--- config.mk ---
export PLATFORM = sky130hd
export DESIGN_NAME = spi_hold_lock_ctrl
export DESIGN_NICKNAME = d
export VERILOG_FILES = /design/src/rtl/spi_hl_pkg.sv /design/src/rtl/shl_sync.sv /design/src/rtl/shl_hold_fsm.sv /design/src/rtl/shl_wrsr.sv /design/src/rtl/spi_hold_lock_ctrl.sv
export SDC_FILE = /design/constraint.sdc
export NUM_CORES = 1
export LEC_CHECK = 0
export ABC_AREA = 1
export BUFFER_PORTS_ARGS = -buffer_cell sky130_fd_sc_hd__buf_2
export CORE_UTILIZATION = 25
export DETAILED_ROUTE_END_ITERATION = 8
export GPL_TIMING_DRIVEN = 0
export MAX_ROUTING_LAYER = met4
export REMOVE_ABC_BUFFERS = 1
export SLEW_MARGIN = 20
export SYNTH_ARGS = -nofsm -noshare
export SYNTH_HDL_FRONTEND = slang
export SYNTH_SLANG_ARGS = --single-unit
--- constraint.sdc ---
create_clock -name clk -period 3 [get_ports clk]
set_clock_uncertainty 0.05 [all_clocks]
set_input_delay 0.15 -clock clk [delete_from_list [all_inputs] [get_ports clk]]
set_output_delay 0.15 -clock clk [all_outputs]
set_load 0.01 [all_outputs]
--- src/rtl/spi_hl_pkg.sv ---
package spi_hl_pkg;
    typedef enum logic [2:0] {
        ST_IDLE,
        ST_ACTIVE,
        ST_HOLD_PEND,
        ST_HOLD,
        ST_REL_PEND
    } hold_state_t;

    // bit positions inside the synchronised pin vector
    localparam int PIN_W   = 5;
    localparam int IX_CS   = 0;
    localparam int IX_SCK  = 1;
    localparam int IX_HOLD = 2;
    localparam int IX_WP   = 3;
    localparam int IX_SI   = 4;
    // idle levels: cs high, sck low, hold high, wp high, si low
    localparam logic [PIN_W-1:0] PIN_IDLE = 5'b01101;
endpackage

--- src/rtl/shl_sync.sv ---
module shl_sync #(
    parameter int              W       = 5,
    parameter int              STAGES  = 2,
    parameter logic [W-1:0]    RST_VAL = '0
) (
    input  logic         clk,
    input  logic         rst_n,
    input  logic [W-1:0] d,
    output logic [W-1:0] q
);
    logic [W-1:0] pipe [STAGES];

    generate
        for (genvar g = 0; g < STAGES; g++) begin : g_stage
            if (g == 0) begin : g_first
                always_ff @(posedge clk or negedge rst_n) begin
                    if (!rst_n) pipe[g] <= RST_VAL;
                    else        pipe[g] <= d;
                end
            end else begin : g_next
                always_ff @(posedge clk or negedge rst_n) begin
                    if (!rst_n) pipe[g] <= RST_VAL;
                    else        pipe[g] <= pipe[g-1];
                end
            end
        end
    endgenerate

    assign q = pipe[STAGES-1];
endmodule

--- src/rtl/shl_hold_fsm.sv ---
module shl_hold_fsm
    import spi_hl_pkg::*;
(
    input  logic clk,
    input  logic rst_n,
    input  logic cs_n_s,
    input  logic sck_s,
    input  logic hold_n_s,
    output logic shift_en,
    output logic so_hiz,
    output logic serial_rst
);
    hold_state_t state_q, state_d;

    always_comb begin
        state_d = state_q;
        if (cs_n_s) begin
            state_d = ST_IDLE;
        end else begin
            unique case (state_q)
                ST_IDLE:      if (hold_n_s) state_d = ST_ACTIVE;
                ST_ACTIVE:    if (!hold_n_s) state_d = sck_s ? ST_HOLD_PEND : ST_HOLD;
                ST_HOLD_PEND: begin
                    if (hold_n_s)    state_d = ST_ACTIVE;
                    else if (!sck_s) state_d = ST_HOLD;
                end
                ST_HOLD:      if (hold_n_s) state_d = sck_s ? ST_REL_PEND : ST_ACTIVE;
                ST_REL_PEND:  begin
                    if (!hold_n_s)   state_d = ST_HOLD;
                    else if (!sck_s) state_d = ST_ACTIVE;
                end
                default:      state_d = ST_IDLE;
            endcase
        end
    end

    always_ff @(posedge clk or negedge rst_n) begin
        if (!rst_n) state_q <= ST_IDLE;
        else        state_q <= state_d;
    end

    always_comb begin
        shift_en   = 1'b0;
        so_hiz     = 1'b1;
        serial_rst = 1'b0;
        unique case (state_q)
            ST_IDLE:      serial_rst = 1'b1;
            ST_ACTIVE:    begin shift_en = 1'b1; so_hiz = 1'b0; end
            ST_HOLD_PEND: so_hiz = 1'b0;
            ST_HOLD:      so_hiz = 1'b1;
            ST_REL_PEND:  so_hiz = 1'b1;
            default:      serial_rst = 1'b1;
        endcase
    end

    AST_IDLE_ON_DESELECT: assert property (@(posedge clk) disable iff (!rst_n)
        cs_n_s |=> (state_q == ST_IDLE));
    AST_ENTRY_SCK_LOW: assert property (@(posedge clk) disable iff (!rst_n)
        (state_q == ST_HOLD && $past(state_q) != ST_HOLD && $past(state_q) != ST_REL_PEND)
        |-> !$past(sck_s));
    AST_NO_EXIT_WHILE_LOW: assert property (@(posedge clk) disable iff (!rst_n)
        (state_q == ST_HOLD && !hold_n_s) |=> (state_q != ST_ACTIVE));
endmodule

--- src/rtl/shl_wrsr.sv ---
module shl_wrsr #(
    parameter int DATA_W   = 8,
    parameter int LOCK_BIT = 7,
    localparam int CNT_W   = $clog2(DATA_W + 1)
) (
    input  logic              clk,
    input  logic              rst_n,
    input  logic              serial_rst,
    input  logic              shift_en,
    input  logic              sck_s,
    input  logic              si_s,
    input  logic              wp_n_s,
    input  logic              wrsr_req,
    output logic              wrsr_commit,
    output logic [DATA_W-1:0] status
);
    logic              sck_prev;
    logic              armed;
    logic [CNT_W-1:0]  bit_cnt;
    logic [DATA_W-1:0] shreg;
    logic [DATA_W-1:0] status_q;
    logic              commit_q;
    logic              sck_rise;
    logic              write_ok;
    logic [DATA_W-1:0] next_byte;

    assign sck_rise  = sck_s & ~sck_prev;
    assign write_ok  = wp_n_s | ~status_q[LOCK_BIT];
    assign next_byte = {shreg[DATA_W-2:0], si_s};

    always_ff @(posedge clk or negedge rst_n) begin
        if (!rst_n) sck_prev <= 1'b0;
        else        sck_prev <= sck_s;
    end

    always_ff @(posedge clk or negedge rst_n) begin
        if (!rst_n) begin
            armed    <= 1'b0;
            bit_cnt  <= '0;
            shreg    <= '0;
            status_q <= '0;
            commit_q <= 1'b0;
        end else if (serial_rst) begin
            armed    <= 1'b0;
            bit_cnt  <= '0;
            commit_q <= 1'b0;
        end else begin
            commit_q <= 1'b0;
            if (wrsr_req) begin
                armed   <= 1'b1;
                bit_cnt <= '0;
            end else if (armed && shift_en && sck_rise) begin
                shreg <= next_byte;
                if (bit_cnt == CNT_W'(DATA_W - 1)) begin
                    armed   <= 1'b0;
                    bit_cnt <= '0;
                    if (write_ok) begin
                        status_q <= next_byte;
                        commit_q <= 1'b1;
                    end
                end else begin
                    bit_cnt <= bit_cnt + 1'b1;
                end
            end
        end
    end

    assign wrsr_commit = commit_q;
    assign status      = status_q;

    AST_COUNT_FROZEN: assert property (@(posedge clk) disable iff (!rst_n)
        (!shift_en && !serial_rst && !wrsr_req) |=> $stable(bit_cnt));
    AST_LOCK_RESPECTED: assert property (@(posedge clk) disable iff (!rst_n)
        (status_q != $past(status_q)) |-> ($past(wp_n_s) || !$past(status_q[LOCK_BIT])));
    AST_SINGLE_STROBE: assert property (@(posedge clk) disable iff (!rst_n)
        commit_q |=> !commit_q);
    AST_NO_COMMIT_DESELECTED: assert property (@(posedge clk) disable iff (!rst_n)
        serial_rst |=> !commit_q);
endmodule

--- src/rtl/spi_hold_lock_ctrl.sv ---
module spi_hold_lock_ctrl
    import spi_hl_pkg::*;
#(
    parameter int SYNC_STAGES = 2,
    parameter int STATUS_W    = 8,
    parameter int LOCK_BIT    = 7
) (
    input  logic                clk,
    input  logic                rst_n,
    input  logic                cs_n,
    input  logic                sck,
    input  logic                hold_n,
    input  logic                wp_n,
    input  logic                si,
    input  logic                wrsr_req,
    output logic                shift_en,
    output logic                so_hiz,
    output logic                serial_rst,
    output logic                wrsr_commit,
    output logic [STATUS_W-1:0] status
);
    logic [PIN_W-1:0] pins_raw, pins_s;

    always_comb begin
        pins_raw          = '0;
        pins_raw[IX_CS]   = cs_n;
        pins_raw[IX_SCK]  = sck;
        pins_raw[IX_HOLD] = hold_n;
        pins_raw[IX_WP]   = wp_n;
        pins_raw[IX_SI]   = si;
    end

    shl_sync #(.W(PIN_W), .STAGES(SYNC_STAGES), .RST_VAL(PIN_IDLE)) u_sync (
        .clk   (clk),
        .rst_n (rst_n),
        .d     (pins_raw),
        .q     (pins_s)
    );

    shl_hold_fsm u_fsm (
        .clk        (clk),
        .rst_n      (rst_n),
        .cs_n_s     (pins_s[IX_CS]),
        .sck_s      (pins_s[IX_SCK]),
        .hold_n_s   (pins_s[IX_HOLD]),
        .shift_en   (shift_en),
        .so_hiz     (so_hiz),
        .serial_rst (serial_rst)
    );

    shl_wrsr #(.DATA_W(STATUS_W), .LOCK_BIT(LOCK_BIT)) u_wrsr (
        .clk         (clk),
        .rst_n       (rst_n),
        .serial_rst  (serial_rst),
        .shift_en    (shift_en),
        .sck_s       (pins_s[IX_SCK]),
        .si_s        (pins_s[IX_SI]),
        .wp_n_s      (pins_s[IX_WP]),
        .wrsr_req    (wrsr_req),
        .wrsr_commit (wrsr_commit),
        .status      (status)
    );
endmodule

* Yosys cells after proc, flatten, opt, wreduce, memory -nomap -nowiden
Index checks and enable logic that the tools add are counted.
Operators by class: equality and inequality tests 12, muxes and demuxes 27, reduce and logical (&&, ||, !) cells 9, add/sub/neg operators 1, bitwise operators 5
Operators with widths (number):
- $mux W3 | 9
- $mux W4 | 4
- $pmux W3 S5 | 1
- $mux W1 | 13
- $reduce_and A5 Y1 | 2
- $ne A3 B3 Y1 const B | 3
- $ne A4 B4 Y1 const B | 2
- $eq A3 B2 Y1 const B | 2
- $ne A3 B1 Y1 const B | 2
- $add A4 B1 Y4 const B | 1
- $eq A4 B3 Y1 const B | 1
- $reduce_or A4 Y1 | 1
- $eq A3 B1 Y1 const B | 1
- $eq A3 B3 Y1 const B | 1
- $logic_not A3 Y1 | 1
- $not A1 Y1 | 3
- $reduce_and A3 Y1 | 1
- $logic_and A1 B1 Y1 | 2
- $reduce_and A2 Y1 | 1
- $reduce_or A2 Y1 | 1
- $and A1 B1 Y1 | 1
- $or A1 B1 Y1 | 1
Word-level totals: output and inout port bits 12, register bits 35, input port bits 8

* Depth between registers and ports, before layout
depth in word-level cells 7, gate-level depth with buffers 8

* By module
Synthesis repeated with hierarchy kept, for this count alone.
Second synthesis, totals: cell total of the unflattened synthesis 158, area, all modules 1556.5 µm²
By module, submodules not included:
- shl_wrsr | area an instance 953.4 µm², times used 1, seq. area each 550.5 µm², cells each 97
- shl_hold_fsm | area an instance 307.8 µm², times used 1, seq. area each 75.1 µm², cells each 46
- shl_sync | area an instance 295.3 µm², times used 1, seq. area each 257.7 µm², cells each 15

* Least setup slack after synthesis
OpenSTA, ideal clock, no wires.
path type register to register, start point reg u_wrsr.bit_cnt[0], end point reg u_wrsr.status_q[7] (netlist: u_wrsr.status[7]), arrival time 1.223 ns, stages on the path, launching flop included 7, library setup time 0.117 ns, path slack 1.610 ns, path through dfrtp_1 > ha_1 > nand3_1 > nor2_2 > nand3_4 > nand2_1 > nand2_1
On the way: word-level cells in the longest chain between the ends 2
RTL lines:
- from (decl) | RTL line shl_wrsr.sv:19 | logic [CNT_W-1:0] bit_cnt;
- from (signal assigned) | RTL line shl_wrsr.sv:62 | bit_cnt <= bit_cnt + 1'b1;
- $eq A4 B3 Y1 | RTL line shl_wrsr.sv:54 | if (bit_cnt == CNT_W'(DATA_W - 1)) begin
- $reduce_and A5 Y1 (no source line)
- to (signal assigned) | RTL line shl_wrsr.sv:58 | status_q <= next_byte;
- to (decl) | RTL line shl_wrsr.sv:21 | logic [DATA_W-1:0] status_q;
Every way passes these cells. A chain may end at the register's enable or synchronous reset.

* Final worst setup path
start point reg u_fsm.state_q[0], end point reg u_wrsr.shreg[0]
On the way: word-level cells in the longest chain between the ends 5
RTL lines:
- from (decl) | RTL line shl_hold_fsm.sv:13 | hold_state_t state_q, state_d;
- from (signal assigned) | RTL line shl_hold_fsm.sv:39 | else state_q <= state_d;
- $eq A3 B1 Y1 | RTL line shl_hold_fsm.sv:46 | unique case (state_q)
- $mux W1 | RTL line shl_hold_fsm.sv:46
- $logic_and A1 B1 Y1 (2 in series) | RTL line shl_wrsr.sv:52 | end else if (armed && shift_en && sck_rise) begin
- $reduce_and A3 Y1 (no source line) (*)
- to (signal assigned) | RTL line shl_wrsr.sv:53 | shreg <= next_byte;
- to (decl) | RTL line shl_wrsr.sv:20 | logic [DATA_W-1:0] shreg;
Every way passes the cells marked *; elsewhere a longest branch is shown, timed or not.

==> summary.md <==
| Metric | Value |
|---|---|
| Rel. slew slack | `49.02%` |
| Outcome | `finished, final reports clean` |
| Dpl ws | `0.9899 ns` |
| Routed len/inst | `9.936 µm` |
| P_leak | `0.0009564 µW` |
| Startpoint types | `register` |
| Vias in the first global route | `1146` |
| Post-place instance area | `0.001688 mm²` |
| RSZ-0062 raised after global routing | `false` |
| Final WL | `2653 µm` |
| # nets final | `200` |
| Detailed placement HPWL | `1774 µm` |
| Synth area leaders | `dfrtp_1 47%, nand2_1 14%, dfstp_2 10%, nand3_1 5.8%, nand4_1 4.4%` |
| Fin. max-slew vios | `0` |
| Synth warn | `0` |
| Pwr Total | `1020 µW` |
| Synth area leader | `dfrtp_1` |
| Std cell rows | `28` |
| Initial DRC count | `47` |
| Syn Inst Count | `164` |
| CTS tree | `yes` |
| Power Dens Cells | `556.6 mW/mm²` |
| Crit Path Max Fanout | `21` |
| # setup viols final | `0` |
| Min-Delay Path Depth | `3` |
| Port buffer count | `19` |
| Maximum VDD drop | `0.0001708 V` |
| Final worst path period need | `2.002 ns` |
| Initial Utilization | `26.05%` |
| CP max stage cell | `dfrtp_1` |
| Final Worst Setup Slack | `0.9977 ns` |
| WHS Endpoint | `u_wrsr.armed$_DFFE_PN0P_` |
| Clk_lat worst skew | `0.29 ns` |
| Clock Pin Slew Worst Setup and Hold Paths | `0.07 ns` |
| # clock sinks | `35` |
| Max-cap violation count | `0` |
| Area share of the largest cell type after synthesis | `46.77%` |
| Ports | `20` |
| DR vias | `1136` |
| Placer Congestion | `0.7887` |
| Total iterations of the first detailed-routing run | `4` |
| R2R setup slack | `1.0 ns` |
| Final Hold Viols | `0` |
| Area grow syn2layout | `18.15%` |
| Area occupied by multi-input gates | `566.8 µm²` |
| Critical Path Sink Type | `register` |
| Drt drc | `0` |
| Finished Layout Cells | `267` |
| CP required | `3.13 ns` |
| CP peak stage delay | `0.54 ns` |
| Worst path cell trace | `nor2_8 > nand2_2 > a21oi_4 > nand2_1 > nand2_1 > nand2_1` |
| Worst slew pin tran | `0.7647 ns` |
| Post-CTS setup buffers | `0` |
| Share of cells above drive strength 1 | `22.40%` |
| Root Driver | `clkbuf_8` |
| Core area | `0.005956 mm²` |
| Setup TNS | `0 ns` |
| Max Clock Freq | `499.4 MHz` |
| Worst-case clock buffer depth | `2` |
| Die Span Y | `80.78 µm` |
| Mapped Area | `0.001551 mm²` |
| Min-Delay Path Class | `in -> reg` |
| Crit share post-route | `66.74%` |
| First-pass GRT wire length | `4926 µm` |
| Die width | `80.78 µm` |
| Most frequent CP cell | `nand2_1` |
| Hold_sp | `wrsr_req` |
| Post-route cell area | `0.001833 mm²` |
| Gr usage total | `10.31%` |
| Setup Crit Path Kind | `reg -> reg` |
| Antenna violations before repair | `0` |
| Worst r2r src | `u_fsm.state_q[0]$_DFFE_PN0P_` |
| Largest net degree at the start of global routing | `36` |
| Critical Path AT | `2.13 ns` |
| Total die area | `0.006525 mm²` |
| FF-to-FF path depth | `6` |
| Crit Reg-Reg Endpoint | `u_wrsr.shreg[0]$_DFFE_PN0P_` |
| Diode count | `0` |
| Synth unique cells | `24` |
| Num CTS Buffers | `5` |
| Register Area | `883.3 µm²` |
| Layout fillers | `637` |
| Placed Cells | `253` |
| H-tree Lvls | `2` |
| Syn avg cell area | `9.460 µm²` |
| Sequential-to-total area share from yosys stat | `56.94%` |
| GRT overflow | `0` |
| Yosys reg bits | `35` |
| Final ANT Viol Nets | `0` |
| Via-per-instance ratio | `4.255` |
synthesized netlist by cell type, drive strengths merged:
master,count
nand2,58
dfrtp,29
nand3,21
inv,13
nand4,11
nor2,11
dfstp,6
buf,5
o21ai,4
a21oi,2
nor3,2
ha,1
nand3b,1
cell usage in the layout (no fill, tap or decap), drive strengths merged:
master / netlist / layout
nand3: 21 / 21
nor3: 2 / 2
dlygate4sd3: 0 / 6
clkinvlp: 0 / 1
nand4: 11 / 11
ha: 1 / 1
clkinv: 0 / 1
inv: 13 / 13
buf: 5 / 19
a21oi: 2 / 2
nand2: 58 / 58
dfstp: 6 / 6
dfrtp: 29 / 29
nand3b: 1 / 1
o21ai: 4 / 4
clkbuf: 0 / 6
nor2: 11 / 11
flip-flops by register name, summed over array words and instances (netlist names):
signal              count
u_sync.pipe             5
u_fsm.state_q           3
u_wrsr.shreg            7
u_sync.q                5
u_wrsr.bit_cnt          4
u_wrsr.wrsr_commit      1
u_wrsr.sck_prev         1
u_wrsr.armed            1
u_wrsr.status           8
how the worst max path moves through the flow:
stage                                   to  slack (ns)                         start  cells past startpoint
3_5_place_dp   u_wrsr.shreg[0]$_DFFE_PN0P_        0.99  u_fsm.state_q[0]$_DFFE_PN0P_                      6
5_1_grt        u_wrsr.shreg[0]$_DFFE_PN0P_        0.73  u_fsm.state_q[0]$_DFFE_PN0P_                      6
4_1_cts        u_wrsr.shreg[0]$_DFFE_PN0P_        0.97  u_fsm.state_q[0]$_DFFE_PN0P_                      6
6_report       u_wrsr.shreg[0]$_DFFE_PN0P_         1.0  u_fsm.state_q[0]$_DFFE_PN0P_                      6
3_3_place_gp   u_wrsr.shreg[0]$_DFFE_PN0P_        0.98  u_fsm.state_q[0]$_DFFE_PN0P_                      6
2_1_floorplan  u_wrsr.shreg[0]$_DFFE_PN0P_        1.33  u_fsm.state_q[0]$_DFFE_PN0P_                      6
critical path: cells and delay by family, from the launching register on:
family | cells | cell delay [ns]
AOI/OAI and AO/OA | 1 | 0.50
and+or+nand+nor | 5 | 0.81
DFF | 1 | 0.54
through the flow:
step | util (%) | hold slack [ns]
after floorplan | - | -0.1956
after global placement | 28.34 | 0.2057
after detailed placement | 28.34 | 0.2062
after CTS | 30.78 | 0.1291
after global routing | 30.78 | 0.1401
final | 30.78 | 0.1394
final cells by class:
type,instances,area share [%]
sequential,35,48.19
multi-input combinational,111,30.92
timing repair buffer,25,8.464
tap,75,5.119
clock buffer,6,3.959
inverter,13,2.662
clock inverter,2,0.6826
routing by layer:
metal | GRT usage (%) | vias to the layer above | share of wire, %
met3 | 4.607 | 3 | 5.1
met5 | - | - | 0
met2 | 16.27 | 28 | 44
li1 | - | 587 | -
met4 | 3.214 | 0 | 0.87
met1 | 11.73 | 518 | 50
cells by family (layout without fill, tap and decap cells):
| family | count (synthesis) | after routing | synth area share (%) |
|---|---|---|---|
| buffers and inverters | 18 | 46 | 6.532 |
| adders and majority gates | 1 | 1 | 0.8063 |
| AOI/OAI and AO/OA | 6 | 6 | 2.903 |
| DFF | 35 | 35 | 56.94 |
| and+or+nand+nor | 104 | 104 | 32.82 |
report_power, final:
part | leakage [µW] | total [µW] | internal, µW | switching (µW)
combinational | 0.000462 | 165 | 61.3 | 104
clock | 0.0000412 | 327 | 162 | 165
sequential | 0.000453 | 529 | 498 | 31.2
total | 0.000956 | 1020 | 721 | 300
repair_timing:
| item | CTS | global route |
|---|---|---|
| resized for setup | 0 | 0 |
| hold endpoints to repair | 34 | 0 |
| hold buffers | 6 | 0 |
(Power assumes the default switching activity.)
